**config.mk**
```make
export PLATFORM = sky130hd
export DESIGN_NAME = ebus_periph_slave
export DESIGN_NICKNAME = d
export VERILOG_FILES = /design/src/rtl/ebus_pkg.sv /design/src/rtl/ebus_sync.sv /design/src/rtl/ebus_lane_decode.sv /design/src/rtl/ebus_regfile.sv /design/src/rtl/ebus_periph_slave.sv
export SDC_FILE = /design/constraint.sdc
export NUM_CORES = 1
export LEC_CHECK = 0
export ABC_AREA = 1
export BUFFER_PORTS_ARGS = -buffer_cell sky130_fd_sc_hd__buf_2
export CORE_AREA = 4 4 114 89
export CTS_CLUSTER_SIZE = 28
export DETAILED_ROUTE_END_ITERATION = 10
export DIE_AREA = 0 0 118 93
export PLACE_DENSITY_LB_ADDON = 0.3
export SLEW_MARGIN = 15
export SYNTH_ARGS = -nofsm -noshare
export SYNTH_HDL_FRONTEND = slang
export SYNTH_HIERARCHICAL = 1
export SYNTH_SLANG_ARGS = --single-unit
```
**constraint.sdc**
```tcl
create_clock -name clk -period 1.9 [get_ports clk]
set_clock_uncertainty 0.15 [all_clocks]
set_input_delay 0.095 -clock clk [delete_from_list [all_inputs] [get_ports clk]]
set_output_delay 0.095 -clock clk [all_outputs]
set_load 0.005 [all_outputs]
```
**src/rtl/ebus_pkg.sv**
```systemverilog
package ebus_pkg;

    typedef enum logic [1:0] {
        ST_LOW    = 2'd0,
        ST_HIGH   = 2'd1,
        ST_COMMIT = 2'd2
    } bus_state_t;

    typedef struct packed {
        logic even;
        logic odd;
    } lane_sel_t;

endpackage

```
**src/rtl/ebus_sync.sv**
```systemverilog
module ebus_sync #(
    parameter int W = 1
) (
    input  logic         clk,
    input  logic         rst_n,
    input  logic [W-1:0] d,
    output logic [W-1:0] q
);
    logic [W-1:0] meta_q;

    always_ff @(posedge clk) begin
        if (!rst_n) begin
            meta_q <= '0;
            q      <= '0;
        end else begin
            meta_q <= d;
            q      <= meta_q;
        end
    end
endmodule

```
**src/rtl/ebus_lane_decode.sv**
```systemverilog
module ebus_lane_decode
    import ebus_pkg::*;
#(
    parameter int              ADDR_W    = 16,
    parameter logic [ADDR_W-1:0] BASE_ADDR = 16'h4000
) (
    input  logic [ADDR_W-1:0] addr,
    input  logic              strb_n,
    output logic              hit,
    output lane_sel_t         lanes
);
    always_comb begin
        hit = (addr[ADDR_W-1:1] == BASE_ADDR[ADDR_W-1:1]);
        unique case ({addr[0], strb_n})
            2'b00:   lanes = '{even: 1'b1, odd: 1'b1};
            2'b01:   lanes = '{even: 1'b1, odd: 1'b0};
            2'b10:   lanes = '{even: 1'b0, odd: 1'b1};
            default: lanes = '{even: 1'b0, odd: 1'b0};
        endcase
    end
endmodule

```
**src/rtl/ebus_regfile.sv**
```systemverilog
module ebus_regfile #(
    parameter int BYTE_W = 8
) (
    input  logic              clk,
    input  logic              rst_n,
    input  logic [1:0]        we,
    input  logic [2*BYTE_W-1:0] wd,
    output logic [2*BYTE_W-1:0] q
);
    for (genvar g = 0; g < 2; g++) begin : g_lane
        always_ff @(posedge clk) begin
            if (!rst_n)
                q[g*BYTE_W +: BYTE_W] <= '0;
            else if (we[g])
                q[g*BYTE_W +: BYTE_W] <= wd[g*BYTE_W +: BYTE_W];
        end
    end
endmodule

```
**src/rtl/ebus_periph_slave.sv**
```systemverilog
module ebus_periph_slave
    import ebus_pkg::*;
#(
    parameter int                ADDR_W    = 16,
    parameter int                DATA_W    = 16,
    parameter logic [ADDR_W-1:0] BASE_ADDR = 16'h4000
) (
    input  logic              clk,
    input  logic              rst_n,
    input  logic              e_clk,
    input  logic              rw_n,
    input  logic [ADDR_W-1:0] addr,
    input  logic              low_strb_n,
    input  logic [DATA_W-1:0] wdata,
    output logic [DATA_W-1:0] rdata_out,
    output logic              rdata_oe,
    output logic [DATA_W/2-1:0] reg_even_q,
    output logic [DATA_W/2-1:0] reg_odd_q
);
    localparam int BYTE_W = DATA_W / 2;
    localparam int SYNC_W = ADDR_W + DATA_W + 3;

    logic [SYNC_W-1:0] bus_raw, bus_s;
    logic              e_s, rw_s, strb_s;
    logic [ADDR_W-1:0] addr_s;
    logic [DATA_W-1:0] data_s;

    assign bus_raw = {e_clk, rw_n, low_strb_n, addr, wdata};
    assign {e_s, rw_s, strb_s, addr_s, data_s} = bus_s;

    ebus_sync #(.W(SYNC_W)) u_sync (
        .clk(clk), .rst_n(rst_n), .d(bus_raw), .q(bus_s)
    );

    logic      hit_s;
    lane_sel_t lanes_s;

    ebus_lane_decode #(.ADDR_W(ADDR_W), .BASE_ADDR(BASE_ADDR)) u_dec (
        .addr(addr_s), .strb_n(strb_s), .hit(hit_s), .lanes(lanes_s)
    );

    // Snapshot of the bus taken on every cycle that E is seen high
    logic              snap_rw, snap_hit;
    lane_sel_t         snap_lanes;
    logic [DATA_W-1:0] snap_data;

    always_ff @(posedge clk) begin
        if (!rst_n) begin
            snap_rw    <= 1'b1;
            snap_hit   <= 1'b0;
            snap_lanes <= '0;
            snap_data  <= '0;
        end else if (e_s) begin
            snap_rw    <= rw_s;
            snap_hit   <= hit_s;
            snap_lanes <= lanes_s;
            snap_data  <= data_s;
        end
    end

    bus_state_t state_q, state_d;
    logic       snap_write_ok;

    assign snap_write_ok = !snap_rw && snap_hit && (snap_lanes.even || snap_lanes.odd);

    always_comb begin
        state_d = state_q;
        unique case (state_q)
            ST_LOW:    if (e_s) state_d = ST_HIGH;
            ST_HIGH:   if (!e_s) state_d = snap_write_ok ? ST_COMMIT : ST_LOW;
            ST_COMMIT: state_d = e_s ? ST_HIGH : ST_LOW;
            default:   state_d = ST_LOW;
        endcase
    end

    always_ff @(posedge clk) begin
        if (!rst_n) state_q <= ST_LOW;
        else        state_q <= state_d;
    end

    logic        we_even, we_odd;
    logic [DATA_W-1:0] regs_q;

    always_comb begin
        we_even   = 1'b0;
        we_odd    = 1'b0;
        rdata_oe  = 1'b0;
        rdata_out = '0;
        unique case (state_q)
            ST_COMMIT: begin
                we_even = snap_lanes.even;
                we_odd  = snap_lanes.odd;
            end
            ST_HIGH: begin
                rdata_oe = e_s && rw_s && hit_s && (lanes_s.even || lanes_s.odd);
                if (rdata_oe) begin
                    if (lanes_s.even) rdata_out[DATA_W-1:BYTE_W] = regs_q[DATA_W-1:BYTE_W];
                    if (lanes_s.odd)  rdata_out[BYTE_W-1:0]      = regs_q[BYTE_W-1:0];
                end
            end
            default: ;
        endcase
    end

    ebus_regfile #(.BYTE_W(BYTE_W)) u_regs (
        .clk(clk), .rst_n(rst_n),
        .we({we_even, we_odd}), .wd(snap_data), .q(regs_q)
    );

    assign reg_even_q = regs_q[DATA_W-1:BYTE_W];
    assign reg_odd_q  = regs_q[BYTE_W-1:0];
endmodule

```
==> results of run 1 <==
-- critical path, stage by stage (launching register included) --
cell	delay, ps
sky130_fd_sc_hd__dfxtp_1	310
sky130_fd_sc_hd__inv_1	40
sky130_fd_sc_hd__nand2_1	40
sky130_fd_sc_hd__nor2_1	90
sky130_fd_sc_hd__nand2_1	70
sky130_fd_sc_hd__nor2_2	110
sky130_fd_sc_hd__inv_2	70
sky130_fd_sc_hd__nor2_8	180
sky130_fd_sc_hd__nand2_8	130
sky130_fd_sc_hd__nor2_4	100
sky130_fd_sc_hd__buf_2	110
-- logic make-up after synthesis --
| family | synth area share [%] |
|---|---|
| flip-flops | 55.49 |
| AND/OR/NAND/NOR | 25.18 |
| buffers and inverters | 16.38 |
| AO/OA/AOI/OAI | 2.954 |
-- per-stage QoR --
step | cell area [um2] | setup TNS (ps)
2_1_floorplan | 3896 | 0
3_3_place_gp | 4213 | 0
3_5_place_dp | 4213 | 0
4_1_cts | 4847 | 0
5_1_grt | 4875 | -801.2
6_report | 4875 | 0
-- synth_stat cells (2+ instances only) --
master                     number  area, um2
sky130_fd_sc_hd__buf_2          2      10.01
sky130_fd_sc_hd__buf_8          3      45.04
sky130_fd_sc_hd__clkbuf_1       2      7.510
sky130_fd_sc_hd__buf_4          4      30.03
sky130_fd_sc_hd__o21ai_0       20      100.1
sky130_fd_sc_hd__nor2_1        80      300.3
sky130_fd_sc_hd__inv_1        108      405.4
sky130_fd_sc_hd__nand2_1      127      476.7
sky130_fd_sc_hd__nor2_4        10      112.6
sky130_fd_sc_hd__nand2_4        2      22.52
sky130_fd_sc_hd__dfxtp_1      108       2162
sky130_fd_sc_hd__nand2_2        4      25.02
sky130_fd_sc_hd__a21oi_1        3      15.01
sky130_fd_sc_hd__buf_6         10      112.6
-- cells in the final DEF (no fill, tap or decap), types with 2 or more instances in the layout --
cell type,synthesis,final
sky130_fd_sc_hd__nand2_1,127,127
sky130_fd_sc_hd__dfxtp_1,108,108
sky130_fd_sc_hd__inv_1,108,107
sky130_fd_sc_hd__nor2_1,80,77
sky130_fd_sc_hd__buf_2,2,69
sky130_fd_sc_hd__dlygate4sd3_1,0,36
sky130_fd_sc_hd__o21ai_0,20,20
sky130_fd_sc_hd__nor2_4,10,10
sky130_fd_sc_hd__clkbuf_16,0,9
sky130_fd_sc_hd__buf_4,4,8
sky130_fd_sc_hd__nor2_2,1,4
sky130_fd_sc_hd__nand2_2,4,4
sky130_fd_sc_hd__a21oi_1,3,3
sky130_fd_sc_hd__clkinv_2,0,3
sky130_fd_sc_hd__inv_2,1,2
sky130_fd_sc_hd__nand2_8,0,2
sky130_fd_sc_hd__inv_6,0,2
-- state kept, by name (all words and copies together), names as in the netlist --
name	cells
u_sync/meta_q	35
u_sync/q	35
snap_data	16
u_regs/q	16
snap_lanes	2
state_q	2
snap_hit	1
snap_rw	1
-- path summary, 6_finish.rpt --
check	depth (start not counted)	slack, ps	start	end
min reg2reg	2	260	u_sync/meta_q[33]$_SDFF_PN0_	u_sync/q[33]$_SDFF_PN0_
max reg2reg	7	490	state_q[1]$_SDFFE_PN0P_	u_regs/q[1]$_SDFFE_PN0P_
min	2	260	u_sync/meta_q[33]$_SDFF_PN0_	u_sync/q[33]$_SDFF_PN0_
max	10	70	u_sync/q[29]$_SDFF_PN0_	rdata_out[12]
-- layout make-up --
cell class	count	area, um2	area share [%]
timing repair buffer	113	765.7	15.71
clock buffer	9	225.2	4.620
sequential	108	2162	44.35
multi-input combinational	252	1132	23.23
inverter	109	409.1	8.393
clock inverter	6	40.04	0.8214
tap	112	140.1	2.875
-- per-layer routing --
layer  share of wire [%]  global-route usage [%]  up-vias
met1                  49                   16.58     1196
met5                   0                       0        -
met3                 4.9                   3.688        4
met2                  46                   21.38       62
li1                    -                       -     1583
met4                0.79                   4.390        0
-- power groups by stage --
| stage | sequential, mW | clock (mW) | combinational (mW) |
|---|---|---|---|
| after floorplan | 2.42 | 0 | 0.154 |
| after global routing | 2.39 | 1.78 | 0.302 |
| after CTS | 2.38 | 1.69 | 0.258 |
| after global placement | 2.43 | 0 | 0.198 |
| after detailed placement | 2.43 | 0 | 0.201 |
| final | 2.38 | 1.64 | 0.261 |
-- timing repair --
action / 4_1_cts / 5_1_grt
hold endpoints to repair: 40 / 0
setup endpoints to repair: 16 / 17
pin swaps: 0 / 2
gates resized for setup: 1 / 5
gates cloned: 0 / 1
hold buffers: 36 / 0
==> run_results.csv, run 1 <==
group,metric,value,unit
global_route,grt_pass1_wl,11.81,mm
clocking,cts.clk_slew.worst_paths,70,ps
sta,final-max-slew-violation-count,0,
global_route,maximum_number_of_pins_on_one_net_before_global_route_repair,45,
sta,max_freq,547.9,MHz
finish,antennaDiodeCount,0,
power_and_ir_drop,internal-power,3.365,mW
synthesis,postSynthRegisterBits,108,
sta,setup_viol,0,
die,initial_core_util,43.61,%
finish,fillers,850,
global_route,antenna_violations_before_repair,0,
finish,layout.nets,630,
power_and_ir_drop,p_clk_share,38.3,%
routing,route.detailed.drc,0,
routing,drt-pass1-iter-count,4,
setup_path,worstSetupStartpointType,"flip-flop",
run,timing.max_cap.violations,0,
synthesis,ys_warn_count,6,
die,core_area,8934,um2
placement,dp.final_hpwl,4.563,mm
synthesis,netlist_area_pre_place,3896,um2
global_route,grt_pass1_vias,2658,
finish,layout.core_utilization,54.57,%
power_and_ir_drop,swShare,21.51,%
power_and_ir_drop,power.density,879.3,nW/um2
routing,first_iter_violations,131,
die,boundaryPins,70,
power_and_ir_drop,vdd_drop_max,0.0003691,V
placement,preCtsSetupSlack,302.2,ps
placement,dp.cells,657,
synthesis,synthArstFlopShare,0,%
synthesis,mappedNetlistNets,528,
clocking,clock_latency,330,ps
placement,io_buffers,69,
clocking,clock_tree.root_cell,"sky130_fd_sc_hd__clkbuf_16",
power_and_ir_drop,power.switching,0.9219,mW
synthesis,synth-edff-count,0,
setup_path,criticalPathCategory,"flip-flop to output port",
die,die_height,93,um
routing,final_routed_wirelength,6.950,mm
die,placementRows,30,
sta,post-route-period-util,96.07,%
setup_path,cp-end-kind,"output port",
global_route,total_routing_usage_gr,13.00,%
synthesis,yosysSeqAreaShare,55.49,%
sta,period_needed,1825,ps
setup_path,critical_path_required,1650,ps
sta,rsz0062_at_grt,"true",
synthesis,synth_instances,491,
power_and_ir_drop,post-layout-total-power,4.286,mW
die,die_w,118,um
clocking,depth_of_the_cts_h_tree,3,
setup_path,critical_path.max_fanout,8,
sta,hold_viol,0,
sta,hold_slack,260.1,ps
placement,routabilityCongestion,0.8173,
synthesis,dominantRegCellSynth,"sky130_fd_sc_hd__dfxtp_1",
clocking,clock-sinks,108,
routing,ant_nets,0,
routing,route.vias.total,2845,
status,outcome,"finished, final reports clean",
synthesis,syn_avg_cell_area,7.935,um2
min_path,hold_wc_path_type,"flip-flop to flip-flop",
power_and_ir_drop,power.leakage,2.663,nW
routing,via_per_inst,4.013,
sta,worst_slew_margin_rel,59.75,%
finish,final_layout_size_suffix_gt1_share,19.60,%
finish,final_cells,709,
sta,worstMarginPinSlew,603.0,ps
global_route,gr-total-overflow,0,
clocking,cts-buffers-inserted,9,
clocking,tritoncts,"yes",
die,die_outline_area,10970,um2
synthesis,synth_cell_types,22,
power_and_ir_drop,share_seq_of_total_power,55.6,%
sta,final.setup.worst_slack,74.74,ps
routing,route.detailed.wl_per_inst,9.803,um
finish,area.growth.synth_to_final,25.11,%
power_and_ir_drop,comb_power_share,6.1,%
setup_path,worst_ep_arrival_time,1580,ps
clocking,max-clock-path-buffers,2,
clocking,cts_setup_buffers,0,
Note: power is estimated with default switching activity, not from simulation.
==> run 2, diff against run 1 <==
==> constraint.sdc (replaced) <==
create_clock -name clk -period 2.1 [get_ports clk]
set_clock_uncertainty 0.15 [all_clocks]
set_input_delay 0.105 -clock clk [delete_from_list [all_inputs] [get_ports clk]]
set_output_delay 0.105 -clock clk [all_outputs]
set_load 0.005 [all_outputs]
==> run 2 against run 1 <==
Via count decreased by 0.70%. Die area unchanged. Cell count down 0.56%. Critical path type unchanged.
==> run_results.csv, run 2 (synthesized netlist as in run 1, its figures left out) <==
group,metric,value,unit
setup_path,critical_path_cell_by_cell,"inv_1 > nand2_1 > nor2_1 > nand2_1 > nor2_1 > inv_1 > nor2_8 > nand2_8 > nor2_1 > buf_2",
sta,period_needed,1889,ps
placement,post_dp_cell_area,4203,um2
routing,route.vias.total,2825,
placement,routabilityCongestion,0.7986,
routing,route.detailed.drc,0,
finish,area.growth.synth_to_final,24.79,%
sta,max_freq,529.4,MHz
clocking,clock_tree.root_cell,"sky130_fd_sc_hd__clkbuf_16",
power_and_ir_drop,power.density,828.6,nW/um2
clocking,clock_latency,340,ps
placement,dp.final_hpwl,4.319,mm
global_route,grt_pass1_wl,11.91,mm
min_path,hold_start,"rst_n",
status,outcome,"finished, final reports clean",
clocking,max-clock-path-buffers,2,
die,die_height,93,um
routing,final_routed_wirelength,7.015,mm
global_route,gr-total-overflow,0,
routing,drt-pass1-iter-count,4,
placement,io_buffers,69,
global_route,maximum_number_of_pins_on_one_net_before_global_route_repair,109,
setup_path,critical_path_required,1850,ps
routing,via_per_inst,4.007,
sta,final.setup.worst_slack,211.0,ps
clocking,cts-buffers-inserted,9,
setup_path,cpMostUsedCell,"sky130_fd_sc_hd__nor2_1",
setup_path,critical_path.max_fanout,17,
routing,ant_nets,0,
routing,first_iter_violations,140,
finish,fillers,846,
sta,rsz0062_at_grt,"false",
power_and_ir_drop,vdd_drop_max,0.0003622,V
clocking,cts_setup_buffers,0,
setup_path,crit_start,"u_sync/q[21]$_SDFF_PN0_",
sta,final-max-slew-violation-count,0,
sta,setup_viol,0,
global_route,grt_pass1_vias,2589,
clocking,cts.clk_slew.worst_paths,70,ps
routing,route.detailed.wl_per_inst,9.950,um
run,timing.max_cap.violations,0,
die,core_area,8934,um2
finish,antennaDiodeCount,0,
sta,setup_tns,0,ps
die,placementRows,30,
min_path,hold_wc_path_type,"input pin to flip-flop",
setup_path,criticalPathCategory,"flip-flop to output port",
die,initial_core_util,43.61,%
setup_path,cp-end-kind,"output port",
sta,hold_viol,0,
setup_path,timing.critical_path.slowest_cell_delay,300,ps
die,die_outline_area,10970,um2
die,die_w,118,um
global_route,total_routing_usage_gr,13.41,%
finish,fin_area,4862,um2
placement,preCtsSetupSlack,482.0,ps
global_route,antenna_violations_before_repair,0,
sta,hold_slack,123.6,ps
sta,worst_slew_margin_rel,61.34,%
finish,layout.cells.most_common,"sky130_fd_sc_hd__nand2_1",
sta,post-route-period-util,89.95,%
setup_path,worstSetupStartpointType,"flip-flop",
sta,worstMarginPinSlew,579.3,ps
clocking,depth_of_the_cts_h_tree,3,
die,boundaryPins,70,
setup_path,reg2reg_launch_point,"u_sync/q[34]$_SDFF_PN0_",
clocking,tritoncts,"yes",
setup_path,worst_ep_arrival_time,1630,ps
finish,regs_by_ff_count,"u_sync/meta_q x35, u_sync/q x35",
finish,layout_common_cells,"sky130_fd_sc_hd__nand2_1 (127), sky130_fd_sc_hd__inv_1 (108), sky130_fd_sc_hd__dfxtp_1 (108)",
power_and_ir_drop,power.leakage,2.656,nW
finish,layout.nets,625,
clocking,clock-sinks,108,
setup_path,cpMaxStageDelayCell,"sky130_fd_sc_hd__dfxtp_1",
finish,final_layout_size_suffix_gt1_share,18.55,%
==> run 2: cell count changes in the layout (fill, tap and decap cells not counted), moves of 2 or more <==
| cell | delta |
|---|---|
| sky130_fd_sc_hd__nor2_1 | +3 |
| sky130_fd_sc_hd__clkinv_2 | -2 |
| sky130_fd_sc_hd__clkinvlp_4 | +2 |
| sky130_fd_sc_hd__nor2_2 | -3 |
| sky130_fd_sc_hd__buf_4 | -4 |
==> run 2: metrics by stage <==
step / instances / power [mW] / util [%]
6_report: 705 / 4.029 / 54.43
3_5_place_dp: 654 / 2.381 / 47.04
5_1_grt: 705 / 4.199 / 54.43
3_3_place_gp: 654 / 2.377 / 47.04
4_1_cts: 705 / 4.072 / 54.33
2_1_floorplan: 491 / 2.333 / -
==> run 2: timing repair <==
item,CTS,global route
hold buffers,35,0
setup endpoints to repair,0,6
gates resized for setup,0,1
hold endpoints to repair,35,0
==> run 2: layer usage <==
layer | up-vias | part of all wire, % | GRT usage (%)
li1 | 1573 | - | -
met5 | - | 0 | 0
met4 | 0 | 2.3 | 7.220
met2 | 62 | 43 | 20.33
met1 | 1177 | 50 | 17.87
met3 | 13 | 4.9 | 3.083
==> run 2: worst paths after layout <==
| check | slack, ps | end | cells after the start |
|---|---|---|---|
| hold reg to reg | 260 | u_sync/q[14]$_SDFF_PN0_ | 2 |
| setup / recovery | 210 | rdata_out[15] | 10 |
| setup reg to reg | 610 | snap_lanes[1]$_SDFFE_PN0P_ | 4 |
| hold / removal | 120 | snap_rw$_SDFFE_PN1P_ | 3 |
==> run 2: worst max-delay path, delay by kind of cell (launching register included) <==
family,cells,cell delay [ps]
simple gates,7,730
flops,1,300
buf+inv,3,270
==> run 2: area by class of cell <==
type,count,area [um2],share of cell area (%)
clock buffer,9,225.2,4.632
clock inverter,7,75.07,1.544
inverter,109,409.1,8.415
multi-input combinational,251,1105,22.72
sequential,108,2162,44.47
tap,112,140.1,2.882
timing repair buffer,109,745.7,15.34
==> run 2: report_power, final <==
part	switching, mW	internal [mW]
combinational	0.119	0.114
sequential	0.0254	2.13
clock	0.714	0.927
total	0.858	3.17
